### src/rtl/cfg_hdr_regfile.sv
module cfg_hdr_regfile #(
  parameter logic [15:0] VENDOR_ID  = 16'h1B36,
  parameter logic [15:0] DEVICE_ID  = 16'h0010,
  parameter logic [15:0] SUBSYS_VID = 16'h1AF4,
  parameter logic [15:0] SUBSYS_ID  = 16'h1100,
  parameter logic [23:0] CLASS_CODE = 24'h020000,
  parameter int          BAR_SLOTS  = 2
) (
  input  logic         clk,
  input  logic         rst_n,
  input  logic         cfg_req,
  input  logic         cfg_we,
  input  logic [7:0]   cfg_off,
  input  logic [2:0]   cfg_size,
  input  logic [31:0]  cfg_wdata,
  output logic         cfg_ack,
  output logic         cfg_err,
  output logic [31:0]  cfg_rdata,
  input  logic [191:0] bar_words,
  output logic         bar_wr,
  output logic [2:0]   bar_wr_slot,
  output logic [31:0]  bar_wr_data,
  input  logic         cap_push,
  input  logic         cap_first,
  input  logic [31:0]  cap_data,
  input  logic         irq_pending,
  output logic         irq_req
);
  localparam int CAP_DW = 23;
  localparam int CNT_W  = $clog2(CAP_DW + 1);
  localparam logic [CNT_W-1:0] CAP_LIM = CNT_W'(CAP_DW);
  localparam logic [2:0] NBAR = 3'(BAR_SLOTS);
  localparam logic [5:0] CAP_DWI = 6'd41;

  logic [15:0] cmd_q;
  logic [7:0]  line_q;
  logic [31:0] cap_mem [CAP_DW];
  logic [CNT_W-1:0] cap_cnt, last_start;

  logic [5:0] dwi;
  logic [2:0] slot;
  logic [CNT_W-1:0] cap_idx;
  logic size_ok, misal, bad, is_bar, wr_refuse;
  logic [31:0] word, shifted, mask;
  logic [15:0] status;
  logic has_caps;

  assign dwi      = cfg_off[7:2];
  assign slot     = 3'(dwi - 6'd4);
  assign cap_idx  = CNT_W'(dwi - CAP_DWI);
  assign has_caps = cap_cnt != '0;
  assign status   = {11'd0, has_caps, 1'b1, 3'd0};
  assign size_ok  = (cfg_size == 3'd1) || (cfg_size == 3'd2) || (cfg_size == 3'd4);
  assign misal    = ((cfg_size == 3'd2) && cfg_off[0]) ||
                    ((cfg_size == 3'd4) && (cfg_off[1:0] != 2'b00));
  assign bad      = !size_ok || misal;
  assign is_bar   = (dwi >= 6'd4) && (dwi <= 6'd9);
  assign irq_req  = irq_pending && !cmd_q[10];

  always_comb begin
    word = 32'd0;
    if (is_bar) begin
      if (slot < NBAR) word = bar_words[32*slot +: 32];
    end else if (dwi >= CAP_DWI) begin
      if (cap_idx < cap_cnt) word = cap_mem[cap_idx];
    end else begin
      case (dwi)
        6'd0:    word = {DEVICE_ID, VENDOR_ID};
        6'd1:    word = {status, cmd_q};
        6'd2:    word = {CLASS_CODE, 8'h00};
        6'd11:   word = {SUBSYS_ID, SUBSYS_VID};
        6'd13:   word = has_caps ? 32'h0000_00A4 : 32'd0;
        6'd15:   word = {16'd0, 8'h01, line_q};
        default: word = 32'd0;
      endcase
    end
  end

  assign shifted = word >> {cfg_off[1:0], 3'b000};
  assign mask    = (cfg_size == 3'd1) ? 32'h0000_00FF :
                   (cfg_size == 3'd2) ? 32'h0000_FFFF : 32'hFFFF_FFFF;

  always_comb begin
    wr_refuse = 1'b0;
    if (cfg_off == 8'h04 && cfg_size != 3'd2) wr_refuse = 1'b1;
    if (is_bar && cfg_off[1:0] == 2'b00 && cfg_size != 3'd4) wr_refuse = 1'b1;
  end

  always_ff @(posedge clk) begin
    if (!rst_n) begin
      cfg_ack     <= 1'b0;
      cfg_err     <= 1'b0;
      cfg_rdata   <= 32'd0;
      bar_wr      <= 1'b0;
      bar_wr_slot <= 3'd0;
      bar_wr_data <= 32'd0;
      cmd_q       <= 16'h0003;
      line_q      <= 8'h00;
    end else begin
      cfg_ack   <= cfg_req;
      cfg_err   <= 1'b0;
      cfg_rdata <= 32'd0;
      bar_wr    <= 1'b0;
      if (cfg_req) begin
        if (bad) begin
          cfg_err <= 1'b1;
        end else if (!cfg_we) begin
          cfg_rdata <= shifted & mask;
        end else if (wr_refuse) begin
          cfg_err <= 1'b1;
        end else begin
          if (cfg_off == 8'h04) cmd_q <= cfg_wdata[15:0];
          if (cfg_off == 8'h3C) line_q <= cfg_wdata[7:0];
          if (is_bar && cfg_off[1:0] == 2'b00 && slot < NBAR) begin
            bar_wr      <= 1'b1;
            bar_wr_slot <= slot;
            bar_wr_data <= cfg_wdata;
          end
        end
      end
    end
  end

  logic cap_take, cap_new;
  assign cap_take = cap_push && (cap_cnt < CAP_LIM);
  assign cap_new  = cap_first || !has_caps;

  always_ff @(posedge clk) begin
    if (!rst_n) begin
      cap_cnt    <= '0;
      last_start <= '0;
      for (int i = 0; i < CAP_DW; i++) cap_mem[i] <= 32'd0;
    end else if (cap_take) begin
      cap_cnt <= cap_cnt + 1'b1;
      if (cap_new) begin
        cap_mem[cap_cnt] <= {cap_data[31:16], 8'h00, cap_data[7:0]};
        last_start       <= cap_cnt;
        if (has_caps)
          cap_mem[last_start][15:8] <= 8'hA4 + {1'b0, 7'({cap_cnt, 2'b00})};
      end else begin
        cap_mem[cap_cnt] <= cap_data;
      end
    end
  end

  AST_ACK_FOLLOWS_REQ: assert property (@(posedge clk) disable iff (!rst_n)
    cfg_req |=> cfg_ack);
  AST_NO_STRAY_ACK: assert property (@(posedge clk) disable iff (!rst_n)
    !cfg_req |=> !cfg_ack);
  AST_ODD_HALF_REFUSED: assert property (@(posedge clk) disable iff (!rst_n)
    (cfg_req && cfg_size == 3'd2 && cfg_off[0]) |=> (cfg_err && cfg_rdata == 32'd0));
  AST_CMD_HOLDS: assert property (@(posedge clk) disable iff (!rst_n)
    !(cfg_req && cfg_we) |=> $stable(cmd_q));
  AST_BAR_WR_WIDE: assert property (@(posedge clk) disable iff (!rst_n)
    bar_wr |-> ($past(cfg_size) == 3'd4 && $past(cfg_we)));
  AST_CAP_BOUND: assert property (@(posedge clk) disable iff (!rst_n)
    cap_cnt <= CAP_LIM);
  AST_IRQ_GATED: assert property (@(posedge clk) disable iff (!rst_n)
    irq_req |-> (irq_pending && !cmd_q[10]));
endmodule

### config.mk
export PLATFORM = sky130hd
export DESIGN_NAME = cfg_hdr_regfile
export DESIGN_NICKNAME = d
export VERILOG_FILES = /design/src/rtl/cfg_hdr_regfile.sv
export SDC_FILE = /design/constraint.sdc
export NUM_CORES = 2
export LEC_CHECK = 0
export ABC_AREA = 1
export BUFFER_PORTS_ARGS = -buffer_cell sky130_fd_sc_hd__buf_2
export CORE_MARGIN = 5
export CORE_UTILIZATION = 35
export DETAILED_ROUTE_END_ITERATION = 8
export PLACE_DENSITY = 0.62
export SYNTH_ARGS = -nofsm -noshare
export SYNTH_HDL_FRONTEND = slang
export SYNTH_SLANG_ARGS = --single-unit
export TNS_END_PERCENT = 100
### constraint.sdc
create_clock -name clk -period 6.9 [get_ports clk]
set_clock_uncertainty 0.1 [all_clocks]
set_input_delay 0.345 -clock clk [delete_from_list [all_inputs] [get_ports clk]]
set_output_delay 0.345 -clock clk [all_outputs]
set_load 0.01 [all_outputs]
[Yosys cells after proc, flatten, opt, wreduce, memory -nomap -nowiden]
Memory sizes are Yosys's and may differ from the RTL's.
Cells that the tools add are included.
Word-level totals
  register bits: 104
  logic and storage cells: 107
  memories kept: 1
  bits in latches: 0
  bits in read-only memories: 0
  input bits: 274
  output and inout bits: 71
  bits in writable memories: 736
Cells by class
  add/subtract/negate cells: 4
  reductions and logical operators: 30
  muxes and demuxes: 35
  equal/unequal tests: 12
  bitwise operators: 7
  $mul: 0
  shift operators: 2
  magnitude comparators: 6
  div/mod/pow operators: 0
Memory list
  cap_mem: depth 23, bits a word 32, rd ports 1, clocked after Yosys merged registers in 0, write ports 23, RTL line 37  | logic [31:0] cap_mem [CAP_DW];
Operators with widths (number)
  32-bit 2-to-1 mux: 9
  192-bit by 9-bit indexed part select with 32-bit output: 1
  29-bit one-hot mux with 6 select lines: 1
  32-bit OR reduction: 2
  32-bit bitwise AND: 1
  32-bit by 5-bit >> shifter with 32-bit output: 1
  1-bit 2-to-1 mux: 21
  6-bit by 4-bit equality test with 1-bit output, second input constant: 3
  5-bit AND reduction: 3
  5-bit 2-to-1 mux: 2
  1-bit logical AND: 9
  8-bit by 7-bit adder with 8-bit output, first input constant: 1
  8-bit by 3-bit equality test with 1-bit output, second input constant: 1
  8-bit by 6-bit equality test with 1-bit output, second input constant: 1
  8-bit 2-to-1 mux: 1
  6-bit by 1-bit equality test with 1-bit output, second input constant: 1
  6-bit by 2-bit equality test with 1-bit output, second input constant: 1
  6-bit by 3-bit >= comparator with 1-bit output, second input constant: 1
  6-bit >= comparator, second input constant: 1
  6-bit by 4-bit <= comparator with 1-bit output, second input constant: 1
  6-bit zero test: 1
  5-bit by 1-bit adder with 5-bit output, second input constant: 1
  1-bit logical OR: 5
  5-bit < comparator: 1
  other kinds (19): 26

[Logic depth before layout (Yosys ltp)]
  depth after elaboration: 10
  gate-level depth with buffers: 27

[Worst setup path before layout]
OpenSTA, ideal clock, no wires.
  path kind: input to register
  start: input port cfg_off[2]
  end: register cfg_rdata[1]
  path buffers: 9
  arrival: 3.475 ns
  slack: 3.253 ns
  stages on the path: 25
  setup time: 0.072 ns
  cells stage by stage: buf_2 -> inv_2 -> buf_4 -> buf_4 -> buf_2 -> buf_2 -> ha_1 -> buf_4 -> inv_2 -> clkbuf_1 -> buf_2 -> ha_1 -> nand2_1 -> nor2_1 -> o21ai_1 -> o211a_1 -> nand2_1 -> inv_2 -> buf_2 -> nand2_1 -> nand2_1 -> nand3_1 -> nand2_1 -> inv_1 -> a21oi_1
On the way
  word-level cells in the longest chain between the ends: 7
  elaborated cells between the ends (all ways): 23
Ends and longest elaborated chain
  start, declared: RTL line 13  | input logic [7:0] cfg_off,
  parallel branches: the longest is 4 deep, another holds 3-bit subtractor
  32-bit 2-to-1 mux (*): RTL line 62  | if (is_bar) begin
  32-bit by 5-bit >> shifter with 32-bit output (*): RTL line 79  | assign shifted = word >> {cfg_off[1:0], 3'b000};
  32-bit bitwise AND (*): RTL line 108  | cfg_rdata <= shifted & mask;
  end signal, assigned: RTL line 108
  end, declared: RTL line 18  | output logic [31:0] cfg_rdata,
Every way passes the cells marked *.
A chain may end at the register's enable or synchronous reset.

[Worst setup path after layout]
  start: input port cfg_off[2]
  end: register cfg_rdata[9]
Same word-level chain as after synthesis.

==> impl_metrics.ini <==
[outcome]
status = finished, final reports clean

[grt]
antenna_found_initial = 15
grt_pass1_wl_mm = 231
grt_remaining_overflow = 0
grt_max_degree = 135
grt_pass1_vias = 37678
grt_usage_pct = 19.9

[sta]
slew_viol_final = 0
grt_setup_unrepaired = no
setup_violations = 0
worst_hold_slack_ns = 0.0489
fin_tns_setup_ns = 0
fin_crit_sh_pct = 71.8
post-route-min-period_ns = 4.96
relSlewSlack_pct = 20.1
finalHoldViolations = 0
fmax_mhz = 202
worst_pin_slew_ns = 1.19

[yosys]
yosys.area_share.simple_pct = 25.6
synth_compound_area_share_pct = 4.97
synth-async-reset-ratio_pct = 0
ys.flop_type = edfxtp_1
synth_cell_type_count = 44
syn_area_um2 = 50300
ys_seq_area_share_pct = 64.0
synth_top_family_by_area = simple AND/OR/NAND/NOR gates
syn_inst = 5254
synthAdderAreaFrac_pct = 0.299
synth_edf_count = 960
ys_warn_count = 0
synthMuxAreaShare_pct = 0.0996
synth_xor_area_share_pct = 0.0348
synth-seq-cells = 1128
syn_area_per_cell_um2 = 9.57

[floorplanning]
core_area_um2 = 143000
fp.dieArea_um2 = 151000
start_util_pct = 35.1
num_rows = 139
die_h_um = 389
io_pins = 345
fp.dieW_um = 389

[detailed_routing]
remaining_drc_errors = 0
wl_per_cell_um = 20.8
ant_nets = 0
num_vias = 39800
first_pass_iters = 6
routed_wl_mm = 156
post_drt_via_cell_ratio = 5.29
drt_first_iter_violations = 4139

[setup_path]
cp_cell_sequence = buf_8 > inv_8 > ha_4 > inv_8 > ha_1 > nand2_1 > nor2_1 > o21ai_1 > o211a_1 > nand2_1 > inv_2 > nand2_1 > nand2_1 > nand2_1 > nand2_1 > nand2_1 > a21oi_1 > dlygate4sd3_1
r2r_setup_slack_ns = 2.99
critPathKind = input pin to flip-flop
arrival_ns = 5.52
endpoint_kind = flip-flop
path_delay_family = buffers and inverters
critPathLaunch = cfg_off[2]
cp_max_fo = 95
r2r_start = cap_cnt[0]
worst-path-buf-inv = 5
start_kind = input pin
required_ns = 7.46
slowest_stage = ha_4
crit_path_frequent_cell = nand2_1
max_stage_delay_ns = 0.85
rr_worst_depth = 9
r2r_end = cap_mem[18][24]

[cts]
cts_buffers = 116
path_clk_slew_ns = 0.07
htree_num_levels = 3
cts_max_path_buffers = 3
numClockSinks = 1128
cts-hold-fix-buffers = 68
root_buffer = clkbuf_16
cts_tree = yes
clock_latency_ns = 0.71
cts-resized-gates = 0
cts_setup_buffers = 0

[layout]
drive_gt1_share_pct = 9.70
nets = 5800
area_delta_synth_final_pct = 15.5
post-route-util_pct = 40.6

[power_and_ir_drop]
vdd.ir_drop.worst_uv = 243
p_leak_nw = 22.7
power_density_nw_per_um2 = 271
power_mw = 15.7

[placement]
dp_hpwl_mm = 89.8
place_congestion = 0.921
io_buffers = 216

[hold_path]
min_path_cells = 5
hp-class = input pin to flip-flop
hp-start = bar_words[18]
hold_end = cfg_rdata[18]

[run]
max-cap-violations = 0
==> per-layer routing <==
layer  vias to the layer above  share of wire (%)  global-route usage (%)
li1                      18311                  -                       -
met1                     19098                 38                    25.8
met2                      1967                 47                    32.7
met3                       418                 10                    3.80
met4                         6                4.4                    8.50
met5                         -              0.026                       0
==> synth_stat cells, types with 3 or more instances <==
cell type | instances | area share (%)
nand2_2 | 9 | 0.11
buf_1 | 22 | 0.16
nand2_1 | 1205 | 9.0
o22ai_1 | 150 | 1.9
o21ai_0 | 169 | 1.7
or2_2 | 11 | 0.14
buf_4 | 8 | 0.12
nor3_1 | 13 | 0.13
ha_1 | 12 | 0.30
o211ai_1 | 20 | 0.30
a31oi_1 | 3 | 0.037
nor2_2 | 3 | 0.037
dfxtp_1 | 168 | 6.7
nand3_2 | 3 | 0.060
edfxtp_1 | 960 | 57
nor2_1 | 846 | 6.3
inv_1 | 170 | 1.3
mux2i_1 | 5 | 0.10
nand3_1 | 972 | 9.7
clkbuf_1 | 223 | 1.7
inv_2 | 24 | 0.18
a211oi_1 | 8 | 0.12
buf_2 | 145 | 1.4
a21oi_1 | 66 | 0.66
o21ai_1 | 14 | 0.14
==> cell usage in the layout (no fill, tap or decap), drive strengths merged, types with 153 or more instances in the layout <==
cell	netlist	final
nand2	1214	1214
nand3	975	975
edfxtp	960	960
nor2	852	852
buf	177	284
inv	195	196
conb	1	192
o21ai	183	183
dfxtp	168	168
clkbuf	224	153
==> registers in the layout, indices dropped and copies added, names as in the netlist <==
name,cells
cfg_err,1
bar_wr_data,32
cmd_q,16
bar_wr,1
cfg_rdata,32
cfg_ack,1
last_start,5
cap_mem,1024
cap_cnt,5
line_q,8
bar_wr_slot,3
==> area by class of cell <==
| cell class | count | area (um^2) |
|---|---|---|
| Timing Repair Buffer | 352 | 2330 |
| Tap cell | 1903 | 2380 |
| Fill cell | 13764 | 85100 |
| Sequential cell | 1128 | 32200 |
| Multi-Input combinational cell | 3719 | 16400 |
| Inverter | 197 | 759 |
| Antenna cell | 9 | 22.5 |
| Clock buffer | 153 | 3320 |
| Clock inverter | 67 | 639 |
==> worst max-delay path by stage <==
stage | slack [ns] | endpoint | cells past startpoint
final | 1.94 | cfg_rdata[9] | 18
after global routing | 1.85 | cfg_rdata[9] | 18
after CTS | 2.12 | cfg_rdata[9] | 16
after detailed placement | 1.75 | cfg_rdata[10] | 15
after global placement | 1.81 | cfg_rdata[1] | 17
after floorplan | 3.25 | cfg_rdata[1] | 25
==> logic make-up (layout without fill, tap and decap cells) <==
kind of cell | after synthesis | in the layout
fa+ha+maj | 12 | 12
other cells | 1 | 201
xor+xnor | 2 | 2
compound gates | 439 | 439
flops | 1128 | 1128
buf+inv | 598 | 769
simple gates | 3069 | 3069
mux | 5 | 5
==> tightest hold or removal path, stage by stage <==
cell	delay, ns
buf_2	0.07
o211ai_1	0.13
nand3_1	0.14
nand2_1	0.06
nor2_1	0.08
==> power by group <==
group / total, mW / switching [mW] / internal, mW
Combinational: 1.53 / 1.15 / 0.384
Sequential: 7.73 / 0.0696 / 7.66
Clock: 6.47 / 2.68 / 3.79
==> through the flow <==
step	instances	setup slack (ns)	cell area [um^2]
after floorplan	5445	3.25	51000
after global placement	7231	1.81	53400
after detailed placement	7231	1.75	53400
after CTS	7519	2.12	58000
after global routing	7522	1.85	58000
final	7528	1.94	58000
(Power assumes the default switching activity.)
